[config.mk]
export PLATFORM = sky130hd
export DESIGN_NAME = amp_init_seq
export DESIGN_NICKNAME = d
export VERILOG_FILES = /design/src/rtl/amp_seq_pkg.sv /design/src/rtl/seq_delay_timer.sv /design/src/rtl/seq_cfg_list.sv /design/src/rtl/amp_init_seq.sv
export SDC_FILE = /design/constraint.sdc
export NUM_CORES = 1
export LEC_CHECK = 0
export BUFFER_PORTS_ARGS = -buffer_cell sky130_fd_sc_hd__buf_2
export CORE_ASPECT_RATIO = 0.75
export CORE_MARGIN = 1
export CORE_UTILIZATION = 51
export DETAILED_ROUTE_END_ITERATION = 8
export HOLD_SLACK_MARGIN = 0.03
export PLACE_DENSITY_LB_ADDON = 0.2
export SYNTH_ARGS = -nofsm -noshare
export SYNTH_HDL_FRONTEND = slang
export SYNTH_SLANG_ARGS = --single-unit
[constraint.sdc]
create_clock -name clk_i -period 3.3 [get_ports clk_i]
set_input_delay 0.495 -clock clk_i [delete_from_list [all_inputs] [get_ports clk_i]]
set_output_delay 0.495 -clock clk_i [all_outputs]
set_load 0.01 [all_outputs]
[src/rtl/amp_seq_pkg.sv]
package amp_seq_pkg;

  typedef enum logic [3:0] {
    ST_OFF,
    ST_CLK_WAIT,
    ST_SETTLE,
    ST_RST_WAIT,
    ST_TRIM_WR,
    ST_LOCK_WAIT,
    ST_CFG_WR,
    ST_EXIT_WR,
    ST_DONE,
    ST_RC_ENTER_WR,
    ST_RC_SHDN_WAIT,
    ST_RC_CLK_WAIT,
    ST_ERR
  } seq_state_e;

  localparam logic [7:0] OSC_TRIM_ADDR = 8'h1B;
  localparam logic [7:0] OSC_TRIM_VAL  = 8'h00;
  localparam logic [7:0] SHDN_ADDR     = 8'h05;
  localparam int unsigned SHDN_BIT     = 6;
  localparam logic [7:0] CFG_DATA_XOR  = 8'h5A;
  localparam int unsigned CFG_LEN      = 42;

  // DSP block first (entries 0..32), general registers after (33..41)
  function automatic logic [7:0] cfg_addr(input int unsigned i);
    if (i == 0)  return 8'h21;
    if (i < 3)   return 8'(32'h23 + i - 1);
    if (i < 19)  return 8'(32'h29 + i - 3);
    if (i < 32)  return 8'(32'h3A + i - 19);
    if (i == 32) return 8'h50;
    if (i == 33) return 8'h04;
    return 8'(32'h07 + i - 34);
  endfunction

endpackage

[src/rtl/seq_delay_timer.sv]
module seq_delay_timer #(
  parameter int unsigned CNT_W = 16
) (
  input  logic             clk_i,
  input  logic             rst_ni,
  input  logic             clear_i,
  input  logic [CNT_W-1:0] limit_i,
  output logic             hit_o
);
  logic [CNT_W-1:0] cnt_q;

  always_ff @(posedge clk_i or negedge rst_ni) begin
    if (!rst_ni)      cnt_q <= '0;
    else if (clear_i) cnt_q <= '0;
    else              cnt_q <= cnt_q + CNT_W'(1);
  end

  assign hit_o = (cnt_q == limit_i - CNT_W'(1));
endmodule

[src/rtl/seq_cfg_list.sv]
module seq_cfg_list
  import amp_seq_pkg::*;
#(
  parameter int unsigned IDX_W = 6
) (
  input  logic [IDX_W-1:0] idx_i,
  output logic [7:0]       addr_o,
  output logic [7:0]       data_o,
  output logic             last_o
);
  assign addr_o = cfg_addr(32'(idx_i));
  assign data_o = addr_o ^ CFG_DATA_XOR;
  assign last_o = (32'(idx_i) == CFG_LEN - 1);
endmodule

[src/rtl/amp_init_seq.sv]
module amp_init_seq
  import amp_seq_pkg::*;
#(
  parameter int unsigned CLKS_PER_US = 50,
  parameter int unsigned T_SETTLE_US = 100,
  parameter int unsigned T_RESET_US  = 13500,
  parameter int unsigned T_LOCK_US   = 50000,
  parameter int unsigned T_SHDN_US   = 2000,
  parameter logic [7:0]  SHDN_BASE   = 8'h00
) (
  input  logic       clk_i,
  input  logic       rst_ni,
  input  logic       pwr_good_i,
  input  logic       clk_stable_i,
  input  logic       reconfig_i,
  output logic       pdn_o,
  output logic       mute_o,
  output logic       reset_o,
  output logic       wr_req_o,
  output logic [7:0] wr_addr_o,
  output logic [7:0] wr_data_o,
  input  logic       wr_ack_i,
  input  logic       wr_nack_i,
  output logic       done_o,
  output logic       err_o
);
  localparam int unsigned CYC_SETTLE = T_SETTLE_US * CLKS_PER_US;
  localparam int unsigned CYC_RESET  = T_RESET_US * CLKS_PER_US;
  localparam int unsigned CYC_LOCK   = T_LOCK_US * CLKS_PER_US;
  localparam int unsigned CYC_SHDN   = T_SHDN_US * CLKS_PER_US;
  localparam int unsigned CYC_MAX_A  = (CYC_SETTLE > CYC_RESET) ? CYC_SETTLE : CYC_RESET;
  localparam int unsigned CYC_MAX_B  = (CYC_LOCK > CYC_SHDN) ? CYC_LOCK : CYC_SHDN;
  localparam int unsigned CYC_MAX    = (CYC_MAX_A > CYC_MAX_B) ? CYC_MAX_A : CYC_MAX_B;
  localparam int unsigned CNT_W      = $clog2(CYC_MAX + 1);
  localparam int unsigned IDX_W      = $clog2(CFG_LEN);
  localparam logic [7:0]  SHDN_ON    = SHDN_BASE | (8'h01 << SHDN_BIT);
  localparam logic [7:0]  SHDN_OFF   = SHDN_BASE & ~(8'h01 << SHDN_BIT);

  seq_state_e       state_q, state_d;
  logic [IDX_W-1:0] idx_q;
  logic             mute_q;
  logic [CNT_W-1:0] limit;
  logic             tmr_clear, tmr_hit;
  logic [7:0]       rom_addr, rom_data;
  logic             rom_last;

  seq_delay_timer #(.CNT_W(CNT_W)) u_timer (
    .clk_i   (clk_i),
    .rst_ni  (rst_ni),
    .clear_i (tmr_clear),
    .limit_i (limit),
    .hit_o   (tmr_hit)
  );

  seq_cfg_list #(.IDX_W(IDX_W)) u_cfg (
    .idx_i  (idx_q),
    .addr_o (rom_addr),
    .data_o (rom_data),
    .last_o (rom_last)
  );

  always_comb begin
    unique case (state_q)
      ST_SETTLE:       limit = CNT_W'(CYC_SETTLE);
      ST_RST_WAIT:     limit = CNT_W'(CYC_RESET);
      ST_LOCK_WAIT:    limit = CNT_W'(CYC_LOCK);
      ST_RC_SHDN_WAIT: limit = CNT_W'(CYC_SHDN);
      default:         limit = CNT_W'(CYC_MAX);
    endcase
  end

  always_comb begin
    state_d = state_q;
    unique case (state_q)
      ST_OFF:      if (pwr_good_i) state_d = ST_CLK_WAIT;
      ST_CLK_WAIT: if (clk_stable_i) state_d = ST_SETTLE;
      ST_SETTLE: begin
        if (!clk_stable_i) state_d = ST_CLK_WAIT;
        else if (tmr_hit)  state_d = ST_RST_WAIT;
      end
      ST_RST_WAIT: begin
        if (!clk_stable_i) state_d = ST_CLK_WAIT;
        else if (tmr_hit)  state_d = ST_TRIM_WR;
      end
      ST_TRIM_WR: begin
        if (wr_nack_i)     state_d = ST_ERR;
        else if (wr_ack_i) state_d = ST_LOCK_WAIT;
      end
      ST_LOCK_WAIT: begin
        if (!clk_stable_i) state_d = ST_CLK_WAIT;
        else if (tmr_hit)  state_d = ST_CFG_WR;
      end
      ST_CFG_WR: begin
        if (wr_nack_i)                 state_d = ST_ERR;
        else if (wr_ack_i && rom_last) state_d = ST_EXIT_WR;
      end
      ST_EXIT_WR: begin
        if (wr_nack_i)     state_d = ST_ERR;
        else if (wr_ack_i) state_d = ST_DONE;
      end
      ST_DONE: if (reconfig_i) state_d = ST_RC_ENTER_WR;
      ST_RC_ENTER_WR: begin
        if (wr_nack_i)     state_d = ST_ERR;
        else if (wr_ack_i) state_d = ST_RC_SHDN_WAIT;
      end
      ST_RC_SHDN_WAIT: if (tmr_hit) state_d = ST_RC_CLK_WAIT;
      ST_RC_CLK_WAIT:  if (clk_stable_i) state_d = ST_LOCK_WAIT;
      ST_ERR:          state_d = ST_ERR;
      default:         state_d = ST_ERR;
    endcase
  end

  assign tmr_clear = (state_d != state_q);

  always_ff @(posedge clk_i or negedge rst_ni) begin
    if (!rst_ni) begin
      state_q <= ST_OFF;
      idx_q   <= '0;
      mute_q  <= 1'b0;
    end else begin
      state_q <= state_d;
      if (state_q == ST_LOCK_WAIT) idx_q <= '0;
      else if (state_q == ST_CFG_WR && wr_ack_i && !rom_last) idx_q <= idx_q + IDX_W'(1);
      // mute set on power-good, released at done, otherwise held
      if (state_q == ST_OFF && state_d == ST_CLK_WAIT) mute_q <= 1'b1;
      else if (state_d == ST_DONE)                      mute_q <= 1'b0;
    end
  end

  always_comb begin
    wr_req_o  = 1'b1;
    wr_addr_o = 8'h00;
    wr_data_o = 8'h00;
    unique case (state_q)
      ST_TRIM_WR:     begin wr_addr_o = OSC_TRIM_ADDR; wr_data_o = OSC_TRIM_VAL; end
      ST_CFG_WR:      begin wr_addr_o = rom_addr;      wr_data_o = rom_data;     end
      ST_EXIT_WR:     begin wr_addr_o = SHDN_ADDR;     wr_data_o = SHDN_OFF;     end
      ST_RC_ENTER_WR: begin wr_addr_o = SHDN_ADDR;     wr_data_o = SHDN_ON;      end
      default:        wr_req_o = 1'b0;
    endcase
  end

  assign pdn_o   = (state_q != ST_OFF);
  assign reset_o = !(state_q inside {ST_OFF, ST_CLK_WAIT, ST_SETTLE});
  assign mute_o  = mute_q;
  assign done_o  = (state_q == ST_DONE);
  assign err_o   = (state_q == ST_ERR);
endmodule

== Word-level counts from Yosys, hierarchy flattened ==
Index checks and enable logic that the tools add are counted.
W data, S select, Z words.

* Bits in latches: 0
* ROM bits: 0
* Word-level logic and storage cells: 115
* Bits in registers: 33
* Memories kept: 0
* Bits in writable memories: 0
* Input bits: 7
* Output and inout port bits: 22

* Bitwise gates (word level): 1
* Reductions and logical operators: 14
* Shift operators: 0
* Div/mod/pow operators: 0
* Add/subtract/negate cells: 11
* Multipliers: 0
* Muxes and demuxes: 63
* Order comparisons: 3
* Eq/ne operators: 19

{| class="wikitable"
|+ Operator list
! kind !! count
|-
| $mux W8 || 13
|-
| $mux W4 || 19
|-
| $pmux W22 S3 || 1
|-
| $pmux W4 S12 || 1
|-
| $eq A4 B4 Y1 const B || 6
|-
| $mux W1 || 24
|-
| $pmux W8 S3 || 1
|-
| $add A22 B1 Y22 const B || 1
|-
| $eq A22 B22 Y1 || 1
|-
| $mux W22 || 1
|-
| $sub A22 B1 Y22 const B || 1
|-
| $add A6 B6 Y7 const A || 3
|-
| $eq A6 B6 Y1 const B || 3
|-
| $eq A4 B3 Y1 const B || 4
|-
| $pmux W8 S2 || 1
|-
| $mux W6 || 2
|-
| $eq A4 B1 Y1 const B || 2
|-
| $eq A4 B2 Y1 const B || 2
|-
| $sub A8 B1 Y8 const B || 1
|-
| $sub A8 B2 Y8 const B || 1
|-
| $sub A8 B5 Y8 const B || 1
|-
| $sub A8 B6 Y8 const B || 1
|-
| $add A3 B6 Y7 const A || 1
|-
| $add A6 B1 Y6 const B || 1
|-
| other kinds (14) || 19
|}

== Longest topological paths before layout ==
Gate-level depths: netlist of run 1.

* Depth after elaboration: 25
* Gate-level depth with buffers: 10
* Depth with buffers taken out: 9

== By module ==
A second synthesis of run 1 with hierarchy kept.

* Cell total of the unflattened synthesis: 466
* Area total of the unflattened synthesis: 3,674.8 um^2

{| class="wikitable"
|+ Modules (own cells, without submodules)
! module !! cells each !! times used !! area an instance (um^2)
|-
| seq_delay_timer || 207 || 1 || 1,786.7
|-
| amp_init_seq || 148 || 1 || 1,104.8
|-
| seq_cfg_list || 111 || 1 || 783.3
|}

== Worst setup path after synthesis of run 1 ==
No wires, ideal clock.

* Path type: flip-flop to output port
* From: reg idx_q[2]
* To: out wr_data_o[5]
* Required time: 2.805 ns
* Arrival time: 2.708 ns
* Path buffers: 2
* Path slack: 0.097 ns
* Cell stages (with the launch flop): 11
* Path through: dfrtp_1 clkbuf_1 inv_1 ha_1 a21boi_1 nor2_1 xnor2_1 nand3_1 o211a_1 o31ai_1 buf_4

* Word-level cells in the longest chain between the ends: 15

{| class="wikitable"
|+ RTL lines
! item !! line !! text
|-
| start: declaration || amp_init_seq.sv:40 || <nowiki>logic [IDX_W-1:0] idx_q;</nowiki>
|-
| start signal: assignment || amp_init_seq.sv:123 || <nowiki>else if (state_q == ST_CFG_WR && wr_ack_i && !rom_last) idx_q <= idx_q + IDX_W'(1);</nowiki>
|-
| $add A6 B6 Y7 || amp_seq_pkg.sv:29 || <nowiki>if (i < 3) return 8'(32'h23 + i - 1);</nowiki>
|-
| $sub A8 B1 Y8 || amp_seq_pkg.sv:29 ||
|-
| $mux W8 (2 in series) || amp_seq_pkg.sv:29 ||
|-
| $mux W8 || amp_seq_pkg.sv:30 || <nowiki>if (i < 19) return 8'(32'h29 + i - 3);</nowiki>
|-
| $mux W8 || amp_seq_pkg.sv:31 || <nowiki>if (i < 32) return 8'(32'h3A + i - 19);</nowiki>
|-
| $mux W8 || amp_seq_pkg.sv:32 || <nowiki>if (i == 32) return 8'h50;</nowiki>
|-
| $mux W8 || amp_seq_pkg.sv:33 || <nowiki>if (i == 33) return 8'h04;</nowiki>
|-
| $mux W8 || amp_seq_pkg.sv:34 || <nowiki>return 8'(32'h07 + i - 34);</nowiki>
|-
| $mux W8 || amp_seq_pkg.sv:33 ||
|-
| $mux W8 || amp_seq_pkg.sv:32 ||
|-
| $mux W8 || amp_seq_pkg.sv:31 ||
|-
| $mux W8 || amp_seq_pkg.sv:30 ||
|-
| $mux W8 (*) || amp_seq_pkg.sv:29 ||
|-
| $pmux W8 S2 (*) || amp_init_seq.sv:134 || <nowiki>unique case (state_q)</nowiki>
|-
| end: declaration || amp_init_seq.sv:21 || <nowiki>output logic [7:0] wr_data_o,</nowiki>
|}

Mark *: on every way between the ends. The rest lies on a longest branch, timed or not. The select of a mux whose other input is x is not followed.

== Final worst setup path of run 1 ==
* From: reg idx_q[0]
* To: out wr_addr_o[2]

* Word-level cells in the longest chain between the ends: 15

{| class="wikitable"
|+ RTL lines
! item !! line !! text
|-
| $add A6 B6 Y7 || amp_seq_pkg.sv:29 ||
|-
| $sub A8 B1 Y8 || amp_seq_pkg.sv:29 ||
|-
| $mux W8 (2 in series) || amp_seq_pkg.sv:29 ||
|-
| $mux W8 || amp_seq_pkg.sv:30 ||
|-
| $mux W8 || amp_seq_pkg.sv:31 ||
|-
| $mux W8 || amp_seq_pkg.sv:32 ||
|-
| $mux W8 || amp_seq_pkg.sv:33 ||
|-
| $mux W8 || amp_seq_pkg.sv:34 ||
|-
| $mux W8 || amp_seq_pkg.sv:33 ||
|-
| $mux W8 || amp_seq_pkg.sv:32 ||
|-
| $mux W8 || amp_seq_pkg.sv:31 ||
|-
| $mux W8 || amp_seq_pkg.sv:30 ||
|-
| $mux W8 (*) || amp_seq_pkg.sv:29 ||
|-
| $pmux W8 S3 (*) || amp_init_seq.sv:134 ||
|-
| end: declaration || amp_init_seq.sv:20 || <nowiki>output logic [7:0] wr_addr_o,</nowiki>
|}

Marked as above.

==> results.json, run 1 <==
{
  "rsz0062_at_grt": "false",
  "grt_pass1_vias": 2985,
  "synth-seq-cells": 33,
  "netlist-cell-type-count": 78,
  "hold_buffers": 0,
  "critPathMaxFanout": 12,
  "p_total_mw": 2.11,
  "end_kind": "primary output",
  "die_w_microns": 97.7,
  "clock_sinks": 33,
  "path_cells": "buf_4, ha_1, or3_4, a21oi_2, nor2b_1, a21oi_1, a211oi_2, a21o_1, buf_2",
  "tightest_slew_ns": 0.734,
  "share_comb_of_total_power_pct": 59.0,
  "antenna_cells": 0,
  "pwr-share-seq_pct": 25.6,
  "ys_warn_count": 0,
  "final_nets": 479,
  "hold_class": "in2async",
  "drive_above_1_share_pct": 24.0,
  "switching_share_pct": 47.6,
  "drtIter0Drc": 303,
  "synth-compound-area-share_pct": 21.9,
  "relSlewSlack_pct": 51.1,
  "path_depth": 9,
  "fmax_mhz": 317,
  "drc_errors": 10,
  "synth_top_family_by_area": "simple AND/OR/NAND/NOR gates",
  "floorplan.die_area_sq_um": 7210,
  "clkTransAtPathRegs_ns": 0.07,
  "wl_per_cell_microns": 16.8,
  "clock_path_buffers": 2,
  "viasPerCell": 6.18,
  "ant_nets": 0,
  "grt_max_degree": 34,
  "period_share_pct": 95.7,
  "syn_nets": 458,
  "synth.area.mux_share_pct": 2.03,
  "clkLatencyLatePin_ns": 0.29,
  "synth-edff-count": 0,
  "synth_area_leaders": "dfrtp_1 (24%), xnor2_1 (6.5%), nand3_1 (4.1%)",
  "pre_cts_slack_ns": 0.260,
  "final_area_sq_um": 3860,
  "synth-seq-area-share_pct": 23.6,
  "r2r-end": "u_timer.cnt_q[2]",
  "critPathKind": "reg2out",
  "cts_tree": "yes",
  "async_flop_share_pct": 100,
  "drv_cap": 0,
  "power_density_nw_per_um2": 547,
  "postSynthAreaPerCell_sq_um": 7.95,
  "antenna_found_initial": 0,
  "cp-start-kind": "register",
  "start_util_pct": 54.1,
  "synth_area_sq_um": 3510,
  "synth-simple-area-share_pct": 32.7,
  "peakVddDrop_mv": 0.375,
  "timing.rr.start": "state_q[3]",
  "startpoint": "idx_q[0]",
  "routabilityCongestion": 0.938,
  "ff2ff_path_depth": 8,
  "dp_cells": 535,
  "setup_slack_ns": 0.142,
  "wirelength_microns": 9160,
  "period_needed_ns": 3.16,
  "gr-total-overflow": 0,
  "violations": "design-rule violations",
  "ctsRootBufferMaster": "clkbuf_8",
  "synthAdderAreaFrac_pct": 3.57,
  "finalNonFillerCells": 544,
  "slowest_delay_ns": 0.41,
  "finalSetupViolCount": 0,
  "p_leak_nw": 1.55,
  "postSynthCellCount": 441,
  "hold_ws_ns": 0.263,
  "critPathRequiredTime_ns": 2.80,
  "htree_levels": 2,
  "synth.top_cell.area_share_pct": 23.6,
  "coreArea_sq_um": 6470,
  "internal_power_mw": 1.11,
  "worst-path-buf-inv": 2,
  "grt_pass1_wl_microns": 15100,
  "utilization_pct": 59.7,
  "yosys.area.top_type": "dfrtp_1",
  "post-dp-hpwl_microns": 6800,
  "fp.dieH_microns": 73.8,
  "track_usage_pct": 26.3,
  "firstDrtPassIters": 7,
  "p_sw_mw": 1.01,
  "synth-xor-area-share_pct": 9.49,
  "endpoint": "wr_addr_o[2]",
  "slowest_stage": "or3_4",
  "tns_ns": 0,
  "finalMaxSlewViolations": 0,
  "hold_violations": 0,
  "placed_area_sq_um": 3690,
  "numPortBuffers": 28,
  "cp_top_family": "compound AO/OA/AOI/OAI gates",
  "finalClockSkew_ns": 0.00700,
  "cts_buffers": 5,
  "outcome": "finished, violations left",
  "area_growth_pct": 10.2,
  "io_pins": 29,
  "synth_ff_type": "dfrtp_1",
  "reg2reg_slack_ns": 0.71,
  "vias": 3360,
  "arrival_ns": 2.66,
  "floorplan.rows": 25,
  "p_clk_share_pct": 15.4
}
[what timing repair did]
| item | in CTS | in global routing |
|---|---|---|
| hold endpoints to repair | 0 | 0 |
| pin swaps | 0 | 1 |
| gates resized for setup | 1 | 15 |
| setup buffers | 0 | 1 |
| setup endpoints to repair | 2 | 13 |
[cells in the mapped netlist, types with 5 or more instances]
| cell | number |
|---|---|
| mux2i_1 | 6 |
| xor2_1 | 12 |
| a211oi_1 | 5 |
| xnor2_1 | 26 |
| nor2b_1 | 9 |
| buf_2 | 7 |
| a31oi_1 | 7 |
| nor3_1 | 15 |
| nor2_1 | 37 |
| clkbuf_1 | 14 |
| nand4_1 | 6 |
| a21oi_1 | 23 |
| nand2b_1 | 11 |
| buf_6 | 6 |
| o21ai_0 | 17 |
| ha_1 | 10 |
| nand3_1 | 29 |
| nand2_1 | 32 |
| or2_2 | 5 |
| dfrtp_1 | 33 |
| nor2_2 | 20 |
| and3_1 | 6 |
| inv_1 | 13 |
[flip-flops by register name, indices dropped and copies added, names as in the netlist]
| name | count |
|---|---|
| idx_q | 6 |
| mute_o | 1 |
| state_q | 4 |
| u_timer.cnt_q | 22 |
[power groups by stage]
stage               registers (mW)  logic, mW  clock network [mW]
floorplan                    0.513      0.952                   0
global placement             0.546       1.13                   0
detailed placement           0.549       1.14                   0
CTS                          0.540       1.15               0.333
global route                 0.549       1.35               0.348
finish                       0.541       1.25               0.325
[routing by layer]
metal,wire length [microns],global-route usage (%),vias to the layer above
met5,0,0,-
met4,66,4.55,0
met3,728,5.90,10
met2,3840,39.2,136
met1,4520,38.9,1589
li1,-,-,1625
[cell families (layout without fill, tap and decap cells)]
group,Yosys count,count (layout)
simple gates,201,201
compound gates,106,106
buf+inv,46,68
xor+xnor,38,38
flops,33,33
fa+ha+maj,10,10
mux,7,7
[final cells by class]
type                       count  area [sq um]
fill                         620          2610
multi-input combinational    362          2510
sequential                    33           828
timing repair buffer          46           275
tap                           81           101
clock buffer                   6          82.6
inverter                      14          52.6
clock inverter                 2          13.8
[cells in the final DEF, fill, tap and decap left out, types with 15 or more instances in the layout]
master	count
nor2_1	37
nand2_1	32
dfrtp_1	31
nand3_1	29
buf_2	28
xnor2_1	24
a21oi_1	21
nor2_2	20
buf_4	18
o21ai_0	16
nor3_1	15
[worst reg2reg max path, cell delays in order (launching register included)]
cell and delay (ns):
dfrtp_1 0.51, buf_4 0.26, nor4bb_4 0.37, nand4_1 0.16, a21oi_2 0.22, a41oi_2 0.17
o311ai_4 0.31, buf_4 0.37, nor2_1 0.10
[worst min-delay path by stage]
stage | startpoint | end | cells after the start | slack (ns)
CTS | rst_ni | u_timer.cnt_q[21] | 1 | 0.29
floorplan | rst_ni | idx_q[0] | 0 | 0.20
detailed placement | u_timer.cnt_q[0] | u_timer.cnt_q[0] | 1 | 0.47
global route | rst_ni | u_timer.cnt_q[21] | 1 | 0.32
global placement | u_timer.cnt_q[0] | u_timer.cnt_q[0] | 1 | 0.46
finish | rst_ni | u_timer.cnt_q[21] | 1 | 0.26
Note: power is estimated with default switching activity, not from simulation.
==> run 2: changes to the inputs <==
- CORE_ASPECT_RATIO: 0.75 -> default
==> run 2 against run 1 <==
The run still ends with design-rule violations left. Clock power is 12% lower. First-iteration DRC count decreased by 13%. Via count is 2.5% lower. Critical path depth shrank 1. Combinational power is 8% lower. Non-clock buffer count stayed put. Core utilization fell by 0.92 points. Largest power group unchanged. Highest routed layer unchanged.
==> results.json, run 2 (synthesis results as in run 1) <==
{
  "drtIter0Drc": 263,
  "ant_nets": 0,
  "drv_cap": 0,
  "p_leak_nw": 1.54,
  "violations": "design-rule violations",
  "vias": 3277,
  "floorplan.rows": 29,
  "post-dp-hpwl_microns": 6600,
  "numPortBuffers": 28,
  "hold_ws_ns": 0.268,
  "clkLatencyLatePin_ns": 0.28,
  "dp_cells": 530,
  "htree_levels": 2,
  "viasPerCell": 6.07,
  "grt_pass1_vias": 3072,
  "track_usage_pct": 25.5,
  "clkTransAtPathRegs_ns": 0.06,
  "placed_area_sq_um": 3680,
  "area_growth_pct": 8.82,
  "hold_violations": 0,
  "utilization_pct": 58.7,
  "slowest_delay_ns": 0.52,
  "top_register": "u_timer.cnt_q",
  "period_needed_ns": 3.17,
  "antenna_found_initial": 0,
  "outcome": "finished, violations left",
  "final_nets": 479,
  "wl_per_cell_microns": 16.3,
  "fp.dieH_microns": 84.9,
  "end_kind": "primary output",
  "gr-total-overflow": 0,
  "tns_ns": 0,
  "cts_tree": "yes",
  "slowest_stage": "dfrtp_2",
  "power_density_nw_per_um2": 531,
  "period_share_pct": 96.1,
  "hold_class": "in2async",
  "setup_slack_ns": 0.128,
  "largest_reg_flops": 22,
  "finalSetupViolCount": 0,
  "grt_pass1_wl_microns": 14700,
  "path_cells": "ha_1, or3_1, a211oi_1, o21ai_0, o31a_1, o21ai_0, and2_1, buf_2",
  "coreArea_sq_um": 6490,
  "largestRegisters": "u_timer.cnt_q (22), idx_q (6), state_q (4)",
  "clock_path_buffers": 2,
  "routabilityCongestion": 0.884,
  "finalMaxSlewViolations": 0,
  "critPathRequiredTime_ns": 2.80,
  "antenna_cells": 0,
  "floorplan.die_area_sq_um": 7210,
  "finalNonFillerCells": 540,
  "clock_sinks": 33,
  "critPathKind": "reg2out",
  "layout_commonest_cell": "nor2_1",
  "cp-start-kind": "register",
  "drc_errors": 5,
  "finalClockSkew_ns": 0.00217,
  "peakVddDrop_mv": 0.395,
  "firstDrtPassIters": 7,
  "drive_above_1_share_pct": 22.9,
  "layout_common_cells": "nor2_1 (37), nand2_1 (32), dfrtp_1 (31)",
  "crit_top_cell": "o21ai_0",
  "fmax_mhz": 315,
  "io_pins": 29,
  "relSlewSlack_pct": 47.4,
  "start_util_pct": 54.0,
  "cts_buffers": 5,
  "arrival_ns": 2.68,
  "critPathMaxFanout": 13,
  "tightest_slew_ns": 0.789,
  "p_total_mw": 2.03,
  "grt_max_degree": 34,
  "rsz0062_at_grt": "false",
  "ctsRootBufferMaster": "clkbuf_8",
  "die_w_microns": 84.9,
  "wirelength_microns": 8800,
  "hold_buffers": 0,
  "pre_cts_slack_ns": 0.199,
  "final_area_sq_um": 3810
}
[run 2: cell counts in the layout (fill, tap and decap cells not counted)]
Identical to the previous run, type by type.
[run 2: metal layers]
layer	up-vias	GRT usage, %	wire length, microns
li1	1630	-	-
met1	1538	34.0	4060
met2	95	43.1	4210
met3	14	3.50	394
met4	0	8.01	136
met5	-	0	0
[run 2: final timing paths]
check | start | end | slack [ns] | cells after the start
setup / recovery | idx_q[0] | wr_addr_o[1] | 0.13 | 8
hold / removal | rst_ni | u_timer.cnt_q[13] | 0.27 | 1
setup reg to reg | state_q[2] | u_timer.cnt_q[2] | 0.54 | 8
hold reg to reg | u_timer.cnt_q[0] | u_timer.cnt_q[0] | 0.47 | 1
max in group asynchronous | rst_ni | idx_q[1] | 2.52 | 1
min in group clk_i | u_timer.cnt_q[0] | u_timer.cnt_q[0] | 0.47 | 1
[run 2: cell type report]
type	instances	area, sq um
inverters	14	52.6
fillers	616	2680
clock inverters	2	10.0
clock buffers	6	72.6
well taps	77	96.3
flip-flops and latches	33	828
repair buffers	46	275
multi-input cells	362	2480
[run 2: where the power goes]
part	leakage [nW]	internal [mW]	switching, mW	total (mW)
clock	0.0450	0.146	0.141	0.286
sequential	0.430	0.458	0.137	0.595
combinational	1.06	0.465	0.681	1.15
[run 2: worst max-delay path, delay by kind of cell (launching register included)]
family          cells  cell delay [ns]
fa+ha+maj           1             0.26
buf+inv             1             0.12
compound gates      4             0.92
simple gates        2             0.58
flops               1             0.52
[run 2: timing repair]
item,4_1_cts,5_1_grt
setup endpoints to repair,6,12
gates resized for setup,2,9
pin swaps,0,1
setup buffers,0,2
gates cloned,0,0
==> run 3: changes to the inputs <==
- RECOVER_POWER: default -> 50
==> run 3 against run 2 <==
The flow finishes with violations (design-rule violations, max-capacitance violations, max-slew violations). Sequential share of layout area up 0.15 points. Final area down 0.69%. Worst hold slack better by 0.20 ns. Wire length up 0.20%. Count of clock-buffer cells in the layout unchanged. Combinational power about the same. Core utilization down 0.40 points. Total power down 0.31%. First-iteration DRC count down 11%.
==> results.json, run 3 (synthesis results as in run 1) <==
{
  "min-delay-start": "u_timer.cnt_q[0]",
  "hold_ws_ns": 0.470,
  "hold_class": "reg2reg",
  "area_growth_pct": 8.07,
  "finalSetupViolCount": 0,
  "start_util_pct": 54.0,
  "final_area_sq_um": 3790,
  "power_density_nw_per_um2": 533,
  "placed_area_sq_um": 3680,
  "finalNonFillerCells": 540,
  "wirelength_microns": 8810,
  "dp_cells": 530,
  "tightest_slew_ns": 1.75,
  "critPathMaxFanout": 13,
  "numPortBuffers": 28,
  "drtIter0Drc": 234,
  "utilization_pct": 58.3,
  "die_w_microns": 84.9,
  "arrival_ns": 2.68,
  "top_register": "u_timer.cnt_q",
  "layout_commonest_cell": "nor2_1",
  "viasPerCell": 6.13,
  "critPathKind": "reg2out",
  "clkLatencyLatePin_ns": 0.28,
  "final_nets": 479,
  "grt_max_degree": 34,
  "io_pins": 29,
  "largestRegisters": "u_timer.cnt_q (22), idx_q (6), state_q (4)",
  "peakVddDrop_mv": 0.395,
  "track_usage_pct": 25.5,
  "end_kind": "primary output",
  "ctsRootBufferMaster": "clkbuf_8",
  "fmax_mhz": 315,
  "gr-total-overflow": 0,
  "startpoint": "idx_q[0]",
  "finalMaxSlewViolations": 34,
  "clkTransAtPathRegs_ns": 0.06,
  "wl_per_cell_microns": 16.3,
  "fp.dieH_microns": 84.9,
  "drive_above_1_share_pct": 20.7,
  "htree_levels": 2,
  "clock_path_buffers": 2,
  "grt_pass1_vias": 3072,
  "cts_buffers": 5,
  "floorplan.rows": 29,
  "largest_reg_flops": 22,
  "period_needed_ns": 3.18,
  "regArea_sq_um": 828,
  "timing.rr.start": "state_q[2]",
  "layout_common_cells": "nor2_1 (37), nand2_1 (32), dfrtp_1 (31)",
  "outcome": "finished, violations left",
  "vias": 3311,
  "drv_cap": 1,
  "rsz0062_at_grt": "false",
  "hold_buffers": 0,
  "coreArea_sq_um": 6490,
  "fillers": 625,
  "critPathRequiredTime_ns": 2.80,
  "finalClockSkew_ns": 0.00270,
  "drc_errors": 5,
  "antenna_cells": 0,
  "tns_ns": 0,
  "grt_pass1_wl_microns": 14700,
  "multi_input_area_sq_um": 2470,
  "cp-start-kind": "register",
  "floorplan.die_area_sq_um": 7210,
  "period_share_pct": 96.3,
  "firstDrtPassIters": 7,
  "ant_nets": 0,
  "p_leak_nw": 1.52,
  "antenna_found_initial": 0,
  "cts_tree": "yes",
  "relSlewSlack_pct": -16.6,
  "clock_sinks": 33,
  "hold_violations": 0,
  "post-dp-hpwl_microns": 6600,
  "violations": "design-rule violations, max-capacitance violations, max-slew violations",
  "routabilityCongestion": 0.884
}
run 3: final timing paths:
check | endpoint | slack, ns | cells after the start
worst min-delay path | u_timer.cnt_q[0] | 0.47 | 1
max in group asynchronous | idx_q[1] | 1.49 | 1
min in group asynchronous | u_timer.cnt_q[14] | 0.67 | 1
worst min register to register | u_timer.cnt_q[0] | 0.47 | 1
worst max register to register | u_timer.cnt_q[2] | 0.37 | 8
worst max-delay path | wr_addr_o[1] | 0.12 | 8
run 3: critical path, cell delays in order, from the launching register on:
cell and delay [ns]:
dfrtp_2 0.52, ha_1 0.26, or3_1 0.42, a211oi_1 0.41, o21ai_0 0.13, o31a_1 0.13, o21ai_0 0.24, and2_1 0.17
buf_2 0.12
run 3: per-layer routing:
layer	GRT usage, %	wire (microns)
met5	0	0
met4	8.01	134
met3	3.50	386
met2	43.1	4180
met1	34.0	4120
run 3: layout make-up:
cell class / instances / share of cell area [%]
clock buffers: 6 / 1.92
multi-input cells: 362 / 65.2
repair buffers: 46 / 6.87
flip-flops and latches: 33 / 21.9
clock inverters: 2 / 0.264
well taps: 77 / 2.54
inverters: 14 / 1.39
run 3: report_power, final:
| group | switching, mW | total, mW | internal (mW) | leakage [nW] |
|---|---|---|---|---|
| combinational | 0.680 | 1.14 | 0.461 | 1.04 |
| clock | 0.141 | 0.287 | 0.146 | 0.0450 |
| sequential | 0.135 | 0.593 | 0.458 | 0.430 |
run 3: per-stage QoR:
step           power (mW)  setup slack, ns
2_1_floorplan        1.47           0.0972
3_3_place_gp         1.65            0.296
3_5_place_dp         1.68            0.199
4_1_cts              1.98           0.0230
5_1_grt              2.17           0.0383
6_report             2.02            0.123
run 3: timing repair:
| action | in CTS | in global routing |
|---|---|---|
| pin swaps | 0 | 1 |
| setup endpoints to repair | 6 | 12 |
| hold endpoints to repair | 0 | 0 |
| resized for setup | 2 | 9 |
| buffers inserted | 0 | 2 |
